## src/rtl/surface_override_pkg.sv

```systemverilog
package surface_override_pkg;
  typedef enum logic [2:0] {
    MODE_PASS  = 3'd0,
    MODE_ON_A  = 3'd1,
    MODE_OFF_B = 3'd2,
    MODE_OFF_A = 3'd3,
    MODE_ON_B  = 3'd4
  } mode_e;
endpackage

```

## src/rtl/surface_calc.sv

```systemverilog
module surface_calc #(
  parameter int EW = 8,
  parameter int IW = 10,
  parameter int SHIFT = 3,
  parameter int SURF_W = 12
) (
  input  logic                     clk,
  input  logic                     rst,
  input  logic signed [EW-1:0]     verr,
  input  logic signed [IW-1:0]     icap,
  output logic signed [SURF_W-1:0] surf,
  output logic                     surf_neg,
  output logic                     surf_zero
);
  localparam int MAGW   = (IW + SHIFT > EW) ? IW + SHIFT : EW;
  localparam int WIDE_W = (MAGW + 1 > SURF_W) ? MAGW + 1 : SURF_W + 1;
  localparam logic signed [WIDE_W-1:0] SMAX =
    WIDE_W'((64'sd1 <<< (SURF_W - 1)) - 64'sd1);
  localparam logic signed [WIDE_W-1:0] SMIN = -SMAX - 1;

  // exact sum of the shifted current and the error, never overflows
  function automatic logic signed [WIDE_W-1:0] exact_sum(
    input logic signed [EW-1:0] v, input logic signed [IW-1:0] i);
    logic signed [WIDE_W-1:0] vx, ix;
    vx = {{(WIDE_W-EW){v[EW-1]}}, v};
    ix = {{(WIDE_W-IW){i[IW-1]}}, i};
    return (ix <<< SHIFT) + vx;
  endfunction

  function automatic logic signed [SURF_W-1:0] clamp(
    input logic signed [WIDE_W-1:0] x);
    if (x > SMAX) return SMAX[SURF_W-1:0];
    if (x < SMIN) return SMIN[SURF_W-1:0];
    return x[SURF_W-1:0];
  endfunction

  logic signed [WIDE_W-1:0] wide;
  assign wide      = exact_sum(verr, icap);
  assign surf      = clamp(wide);
  assign surf_neg  = surf[SURF_W-1];
  assign surf_zero = (surf == '0);

  AST_SURF_SIGN_KEPT: assert property (@(posedge clk) disable iff (rst)
    (surf[SURF_W-1] == wide[WIDE_W-1]) && ((surf == '0) == (wide == '0)));
endmodule

```

## src/rtl/entry_detect.sv

```systemverilog
module entry_detect #(
  parameter int EW = 8,
  parameter int IW = 10,
  parameter int THRESH = 1
) (
  input  logic signed [EW-1:0] verr,
  input  logic signed [IW-1:0] icap,
  output logic                 want_on,
  output logic                 want_off
);
  localparam logic signed [EW-1:0] VT = EW'(THRESH);
  localparam logic signed [IW-1:0] IT = IW'(THRESH);

  // undervoltage still falling: push energy in; overvoltage still rising: cut it
  assign want_on  = (verr <= -VT) && (icap <= -IT);
  assign want_off = (verr >=  VT) && (icap >=  IT);
endmodule

```

## src/rtl/override_fsm.sv

```systemverilog
module override_fsm
  import surface_override_pkg::*;
(
  input  logic  clk,
  input  logic  rst,
  input  logic  tick,
  input  logic  enable,
  input  logic  want_on,
  input  logic  want_off,
  input  logic  surf_neg,
  input  logic  surf_zero,
  output mode_e mode
);
  mode_e state_q, state_d;
  logic  s_ge0, s_lt0, s_le0, s_gt0;

  assign s_lt0 = surf_neg;
  assign s_ge0 = !surf_neg;
  assign s_le0 = surf_neg || surf_zero;
  assign s_gt0 = !surf_neg && !surf_zero;

  always_comb begin
    state_d = state_q;
    if (!enable) begin
      state_d = MODE_PASS;
    end else if (tick) begin
      case (state_q)
        MODE_PASS:  if (want_on) state_d = MODE_ON_A;
                    else if (want_off) state_d = MODE_OFF_A;
        MODE_ON_A:  if (s_ge0) state_d = MODE_OFF_B;
        MODE_OFF_B: if (s_lt0) state_d = MODE_PASS;
        MODE_OFF_A: if (s_le0) state_d = MODE_ON_B;
        MODE_ON_B:  if (s_gt0) state_d = MODE_PASS;
        default:    state_d = MODE_PASS;
      endcase
    end
  end

  always_ff @(posedge clk) begin
    if (rst) state_q <= MODE_PASS;
    else     state_q <= state_d;
  end

  assign mode = state_q;

  AST_RESET_PASS: assert property (@(posedge clk)
    rst |=> state_q == MODE_PASS);
  AST_DISABLE_PASS: assert property (@(posedge clk) disable iff (rst)
    !enable |=> state_q == MODE_PASS);
  AST_HOLD_NO_TICK: assert property (@(posedge clk) disable iff (rst)
    (enable && !tick) |=> $stable(state_q));
  AST_ENTER_ON: assert property (@(posedge clk) disable iff (rst)
    (state_q == MODE_PASS && enable && tick && want_on) |=> state_q == MODE_ON_A);
  AST_ENTER_OFF: assert property (@(posedge clk) disable iff (rst)
    (state_q == MODE_PASS && enable && tick && want_off) |=> state_q == MODE_OFF_A);
  AST_OFFB_ORIGIN: assert property (@(posedge clk) disable iff (rst)
    (state_q == MODE_OFF_B && $past(state_q) != MODE_OFF_B) |-> $past(state_q) == MODE_ON_A);
  AST_OFFB_EXIT: assert property (@(posedge clk) disable iff (rst)
    (state_q == MODE_OFF_B && enable && tick && surf_neg) |=> state_q == MODE_PASS);
  AST_ONB_ORIGIN: assert property (@(posedge clk) disable iff (rst)
    (state_q == MODE_ON_B && $past(state_q) != MODE_ON_B) |-> $past(state_q) == MODE_OFF_A);
endmodule

```

## src/rtl/cmd_select.sv

```systemverilog
module cmd_select
  import surface_override_pkg::*;
(
  input  logic  clk,
  input  logic  rst,
  input  mode_e mode,
  input  logic  pwm_cmd,
  output logic  sw_cmd
);
  always_comb begin
    case (mode)
      MODE_ON_A, MODE_ON_B:   sw_cmd = 1'b1;
      MODE_OFF_A, MODE_OFF_B: sw_cmd = 1'b0;
      default:                sw_cmd = pwm_cmd;
    endcase
  end

  AST_PASS_FOLLOWS: assert property (@(posedge clk) disable iff (rst)
    mode == MODE_PASS |-> sw_cmd == pwm_cmd);
  AST_FORCED_HIGH: assert property (@(posedge clk) disable iff (rst)
    (mode == MODE_ON_A || mode == MODE_ON_B) |-> sw_cmd);
  AST_FORCED_LOW: assert property (@(posedge clk) disable iff (rst)
    (mode == MODE_OFF_A || mode == MODE_OFF_B) |-> !sw_cmd);
endmodule

```

## src/rtl/surface_override.sv

```systemverilog
module surface_override
  import surface_override_pkg::*;
#(
  parameter int EW = 8,
  parameter int IW = 10,
  parameter int SHIFT = 3,
  parameter int SURF_W = 12,
  parameter int THRESH = 1
) (
  input  logic              clk,
  input  logic              rst,
  input  logic              tick,
  input  logic              enable,
  input  logic              pwm_cmd,
  input  logic [EW-1:0]     verr,
  input  logic [IW-1:0]     icap,
  output logic              sw_cmd,
  output logic [2:0]        mode_o,
  output logic [SURF_W-1:0] surf_o
);
  logic signed [EW-1:0]     verr_s;
  logic signed [IW-1:0]     icap_s;
  logic signed [SURF_W-1:0] surf;
  logic                     surf_neg, surf_zero, want_on, want_off;
  mode_e                    mode;

  assign verr_s = $signed(verr);
  assign icap_s = $signed(icap);

  surface_calc #(.EW(EW), .IW(IW), .SHIFT(SHIFT), .SURF_W(SURF_W)) surf_i (
    .clk(clk), .rst(rst), .verr(verr_s), .icap(icap_s),
    .surf(surf), .surf_neg(surf_neg), .surf_zero(surf_zero));

  entry_detect #(.EW(EW), .IW(IW), .THRESH(THRESH)) entry_i (
    .verr(verr_s), .icap(icap_s), .want_on(want_on), .want_off(want_off));

  override_fsm fsm_i (
    .clk(clk), .rst(rst), .tick(tick), .enable(enable),
    .want_on(want_on), .want_off(want_off),
    .surf_neg(surf_neg), .surf_zero(surf_zero), .mode(mode));

  cmd_select sel_i (
    .clk(clk), .rst(rst), .mode(mode), .pwm_cmd(pwm_cmd), .sw_cmd(sw_cmd));

  assign mode_o = mode;
  assign surf_o = surf;
endmodule

```

## config.mk

```make
export PLATFORM = sky130hd
export DESIGN_NAME = surface_override
export DESIGN_NICKNAME = d
export VERILOG_FILES = /design/src/rtl/surface_override_pkg.sv /design/src/rtl/surface_calc.sv /design/src/rtl/entry_detect.sv /design/src/rtl/override_fsm.sv /design/src/rtl/cmd_select.sv /design/src/rtl/surface_override.sv
export SDC_FILE = /design/constraint.sdc
export NUM_CORES = 1
export LEC_CHECK = 0
export BUFFER_PORTS_ARGS = -buffer_cell sky130_fd_sc_hd__buf_2
export CAP_MARGIN = 20
export CORE_MARGIN = 2
export CORE_UTILIZATION = 40
export CTS_CLUSTER_SIZE = 24
export DETAILED_ROUTE_END_ITERATION = 10
export PLACE_DENSITY = 0.8
export SLEW_MARGIN = 15
export SYNTH_ARGS = -nofsm -noshare
export SYNTH_HDL_FRONTEND = slang
export SYNTH_SLANG_ARGS = --single-unit
export TNS_END_PERCENT = 50
```

## constraint.sdc

```tcl
create_clock -name clk -period 2.6 [get_ports clk]
set_input_delay 0.13 -clock clk [delete_from_list [all_inputs] [get_ports clk]]
set_output_delay 0.13 -clock clk [all_outputs]
set_load 0.05 [all_outputs]
```

==> flow_summary.html <==
<table>
<tr><th>Metric</th><th>Value</th></tr>
<tr><th colspan="2">Outcome</th></tr>
<tr><td>Status</td><td>completed</td></tr>
<tr><th colspan="2">Layout</th></tr>
<tr><td>ANT cells</td><td>0</td></tr>
<tr><td>Area growth from synthesis to layout</td><td>78.8%</td></tr>
<tr><td>Final standard cell area without fillers</td><td>1800 um2</td></tr>
<tr><td>Sequential standard cell area</td><td>60.1 um2</td></tr>
<tr><td>Flip-flop count of the largest register, all copies and words added</td><td>3</td></tr>
<tr><td>Final net count</td><td>248</td></tr>
<tr><td>Fraction of final layout cells sized beyond drive strength 1</td><td>0.535</td></tr>
<tr><td>Post-layout instance count excluding filler cells</td><td>roughly 240</td></tr>
<tr><td>Combined area of the multi-input logic cells</td><td>1090 um2</td></tr>
<tr><td>Count of fill cells added during filler insertion</td><td>167</td></tr>
<tr><th colspan="2">Floorplan</th></tr>
<tr><td>Die Outline Area</td><td>2940 um2</td></tr>
<tr><td>Overall die height</td><td>between 50 and 60 um</td></tr>
<tr><td>Core Region</td><td>2430 um2</td></tr>
<tr><td>Top Ports</td><td>39</td></tr>
<tr><td>Die outline width</td><td>54.2 um</td></tr>
<tr><td>Starting utilization of the core area</td><td>0.415</td></tr>
<tr><td>Number of rows in the core area</td><td>18</td></tr>
<tr><th colspan="2">Timing</th></tr>
<tr><td>Share of the cycle needed by the critical path after routing</td><td>0.982</td></tr>
<tr><td>Clock Skew</td><td>11.5 ps</td></tr>
<tr><td>Number of failing hold endpoints at the final stage</td><td>0</td></tr>
<tr><td>Headroom to the max-slew limit</td><td>0.586</td></tr>
<tr><td>Final setup slack of the worst path</td><td>around 46 ps</td></tr>
<tr><td>Number of setup violations in the final report</td><td>0</td></tr>
<tr><td>Max Transition Viols Final</td><td>0</td></tr>
<tr><td>Final critical-path required period</td><td>2550 ps</td></tr>
<tr><td>Achievable clock frequency</td><td>391 MHz</td></tr>
<tr><td>Final Hold Slack</td><td>about 190 ps</td></tr>
<tr><td>Slew at the pin closest to its max-slew limit</td><td>around 610 ps</td></tr>
<tr><th colspan="2">Global route</th></tr>
<tr><td>Total routing usage reported by global routing</td><td>0.256</td></tr>
<tr><td>Maximum number of pins on one net before global-route repair</td><td>12</td></tr>
<tr><td>Wire length of the first global-routing pass</td><td>5.51 mm</td></tr>
<tr><td>Gr ovfl total</td><td>0</td></tr>
<tr><td>Initial antenna violation count</td><td>0</td></tr>
<tr><td>Vias in the first global route</td><td>1,339</td></tr>
<tr><th colspan="2">Synthesis</th></tr>
<tr><td>Net count after synthesis</td><td>about 180</td></tr>
<tr><td>Summed instance area of the synthesized netlist</td><td>1010 um2</td></tr>
<tr><td>Post-synthesis async set-or-reset flop share</td><td>0</td></tr>
<tr><td>Most frequently used flop master after synthesis</td><td>sky130_fd_sc_hd__dfxtp_1</td></tr>
<tr><td>EDFF count, synth</td><td>0</td></tr>
<tr><td>Number of distinct standard cells referenced by the synthesized netlist</td><td>46</td></tr>
<tr><td>Synthesized instance count</td><td>144</td></tr>
<tr><td>Seq/Total Area, Yosys</td><td>0.0596</td></tr>
<tr><td>Mean cell area of the mapped netlist</td><td>between 7 and 8 um2</td></tr>
<tr><td>Synthesis-stage register bit count</td><td>3</td></tr>
<tr><td>Number of warning messages in the yosys log</td><td>0</td></tr>
<tr><th colspan="2">Pwr</th></tr>
<tr><td>Switching power share of the total</td><td>0.534</td></tr>
<tr><td>Portion of total power attributed to combinational logic</td><td>0.838</td></tr>
<tr><td>Total power after layout</td><td>between 0.0008 and 0.0009 W</td></tr>
<tr><td>Net load switching power</td><td>0.000454 W</td></tr>
<tr><td>Leak pwr</td><td>0.777 nW</td></tr>
<tr><td>Power per standard cell area</td><td>472 nW/um2</td></tr>
<tr><td>Sequential share of power</td><td>0.060</td></tr>
<tr><td>Internal power of the cells</td><td>0.000396 W</td></tr>
<tr><td>Clock share of power</td><td>0.102</td></tr>
<tr><td>Max rail drop VDD</td><td>0.463 mV</td></tr>
<tr><th colspan="2">Clock network</th></tr>
<tr><td>Clock-pin slew reported for the worst setup and hold paths after clock tree synthesis</td><td>40 ps</td></tr>
<tr><td>Number of H-tree branching levels</td><td>1</td></tr>
<tr><td>Clock buffers created by TritonCTS</td><td>3</td></tr>
<tr><td>CTS Hold Buffers Added</td><td>0</td></tr>
<tr><td>Clock latency of the later-clocked register in the worst-skew pair</td><td>between 200 and 250 ps</td></tr>
<tr><td>Clock tree root driver cell</td><td>sky130_fd_sc_hd__clkbuf_4</td></tr>
<tr><td>CTS max path bufs</td><td>2</td></tr>
<tr><td>CTS tree</td><td>yes</td></tr>
<tr><td>TritonCTS Sinks</td><td>3</td></tr>
<tr><th colspan="2">Critical path</th></tr>
<tr><td>Minimum setup slack among reg-to-reg paths</td><td>670 ps</td></tr>
<tr><td>Data required time at the worst endpoint</td><td>2470 ps</td></tr>
<tr><td>Worst-path fanout max</td><td>7</td></tr>
<tr><td>Kind of capture point of the worst setup path</td><td>primary output</td></tr>
<tr><td>Element type at the critical path start</td><td>primary input</td></tr>
<tr><td>Data arrival time at the worst-slack endpoint</td><td>around 2400 ps</td></tr>
<tr><td>Startpoint of the worst-slack reg-to-reg timing path</td><td>fsm_i.mode[1]$_SDFFE_PP0P_</td></tr>
<tr><td>Crit. Startpoint</td><td>verr[7]</td></tr>
<tr><td>Category of the most critical setup path</td><td>primary input to primary output</td></tr>
<tr><th colspan="2">Flow run</th></tr>
<tr><td>Count of max-cap constraint violations</td><td>0</td></tr>
<tr><th colspan="2">Routing</th></tr>
<tr><td>Number of vias in the routed layout</td><td>1,468</td></tr>
<tr><td>Number of DRC markers in iteration 0</td><td>21</td></tr>
<tr><td>Wire per inst</td><td>16.9 um</td></tr>
<tr><td>Post-route antenna net violation count</td><td>0</td></tr>
<tr><td>Via-to-Cell Ratio</td><td>6.04</td></tr>
<tr><td>Overall routed net length</td><td>about 4 mm</td></tr>
<tr><td>First-pass DRT Iterations</td><td>4</td></tr>
<tr><td>Remaining DRCs</td><td>0</td></tr>
<tr><th colspan="2">Min path</th></tr>
<tr><td>Type of the worst min-delay path</td><td>primary input to flip-flop</td></tr>
<tr><td>Hold wc startpoint</td><td>enable</td></tr>
<tr><th colspan="2">Placement</th></tr>
<tr><td>Post-Place Cells</td><td>233</td></tr>
<tr><td>Instance area at placement</td><td>~1500 um2</td></tr>
<tr><td>Sum of net half-perimeters after detailed placement</td><td>around 3 mm</td></tr>
<tr><td>Port bufs</td><td>38</td></tr>
<tr><td>Routability-driven placement congestion ratio</td><td>roughly 0.93</td></tr>
<tr><td>Worst-case setup slack after placement</td><td>-252 ps</td></tr>
</table>
-- power by group through the flow --
stage | combinational (W) | clock, W | sequential [W]
floorplan | 0.000407 | 0 | 0.0000550
detailed placement | 0.000594 | 0 | 0.0000515
global placement | 0.000578 | 0 | 0.0000512
global route | 0.000752 | 0.0000919 | 0.0000510
CTS | 0.000641 | 0.0000880 | 0.0000507
finish | 0.000713 | 0.0000867 | 0.0000508
-- metrics by stage --
stage	util	setup TNS, ps
6_report	0.741	0
5_1_grt	0.741	-226
4_1_cts	0.667	-33.9
3_5_place_dp	0.622	-1620
3_3_place_gp	0.622	-795
2_1_floorplan	-	0
-- critical path, stage by stage --
cell and delay, ps:
sky130_fd_sc_hd__buf_2 160, sky130_fd_sc_hd__ha_2 340, sky130_fd_sc_hd__buf_4 170, sky130_fd_sc_hd__a21oi_1 220, sky130_fd_sc_hd__nand2_1 140, sky130_fd_sc_hd__a41o_1 300
sky130_fd_sc_hd__nor2_2 160, sky130_fd_sc_hd__o21ai_2 90, sky130_fd_sc_hd__o311a_4 150, sky130_fd_sc_hd__buf_12 150, sky130_fd_sc_hd__o31ai_4 240, sky130_fd_sc_hd__buf_6 190
-- synth_stat cells, types with 4 or more instances --
library cell | number | area [um2]
sky130_fd_sc_hd__nor2_1 | 13 | 48.8
sky130_fd_sc_hd__inv_1 | 12 | 45.0
sky130_fd_sc_hd__a21oi_1 | 11 | 55.1
sky130_fd_sc_hd__ha_1 | 10 | 125
sky130_fd_sc_hd__nand2_1 | 10 | 37.5
sky130_fd_sc_hd__o21ai_0 | 9 | 45.0
sky130_fd_sc_hd__a31oi_1 | 5 | 31.3
sky130_fd_sc_hd__nor3_1 | 5 | 25.0
sky130_fd_sc_hd__a211oi_1 | 4 | 30.0
sky130_fd_sc_hd__a21o_1 | 4 | 30.0
sky130_fd_sc_hd__clkbuf_1 | 4 | 15.0
sky130_fd_sc_hd__nand3_1 | 4 | 20.0
sky130_fd_sc_hd__nand4_1 | 4 | 25.0
sky130_fd_sc_hd__o211ai_1 | 4 | 30.0
-- kinds of logic after synthesis --
logic type	synth area share
AOI/OAI and AO/OA	0.407
and+or+nand+nor	0.253
adders and majority gates	0.144
DFF	0.0596
buffers and inverters	0.0819
muxes	0.0199
xor gates and xnor gates	0.0347
-- path summary, 6_finish.rpt --
check,to,cells past startpoint
worst min-delay path,fsm_i.mode[1]$_SDFFE_PP0P_,3
worst max register to register,fsm_i.mode[1]$_SDFFE_PP0P_,6
worst min register to register,fsm_i.mode[2]$_SDFFE_PP0P_,2
worst max-delay path,surf_o[7],12
-- layer usage --
layer  track usage  share of wire  wire, um
met5             0              0         0
met3        0.0191          0.044       180
met1         0.247           0.36      1500
met4         0.125          0.027       113
met2         0.528           0.56      2320
-- final cells by class --
| class | count | area share |
|---|---|---|
| sequential | 3 | 0.0333 |
| inverter | 12 | 0.0250 |
| tap | 30 | 0.0208 |
| timing repair buffer | 73 | 0.299 |
| clock buffer | 4 | 0.0146 |
| multi-input combinational | 121 | 0.607 |
-- timing repair --
| item | 4_1_cts | 5_1_grt |
|---|---|---|
| pin swaps | 3 | 18 |
| cloned | 0 | 0 |
| endpoints found under the setup margin | 11 | 15 |
| resized for setup | 17 | 30 |
| setup buffers | 3 | 3 |
-- layout by cell type, fill, tap and decap left out, types with 5 or more instances in the layout --
| cell type | netlist | layout |
|---|---|---|
| sky130_fd_sc_hd__a21oi_1 | 11 | 6 |
| sky130_fd_sc_hd__a21oi_2 | 0 | 5 |
| sky130_fd_sc_hd__buf_2 | 3 | 27 |
| sky130_fd_sc_hd__buf_4 | 1 | 35 |
| sky130_fd_sc_hd__buf_6 | 0 | 9 |
| sky130_fd_sc_hd__inv_1 | 12 | 12 |
| sky130_fd_sc_hd__nand2_1 | 10 | 10 |
| sky130_fd_sc_hd__nor2_1 | 13 | 12 |
| sky130_fd_sc_hd__o21ai_2 | 0 | 6 |
No activity file was read; power rests on OpenSTA's default activity.
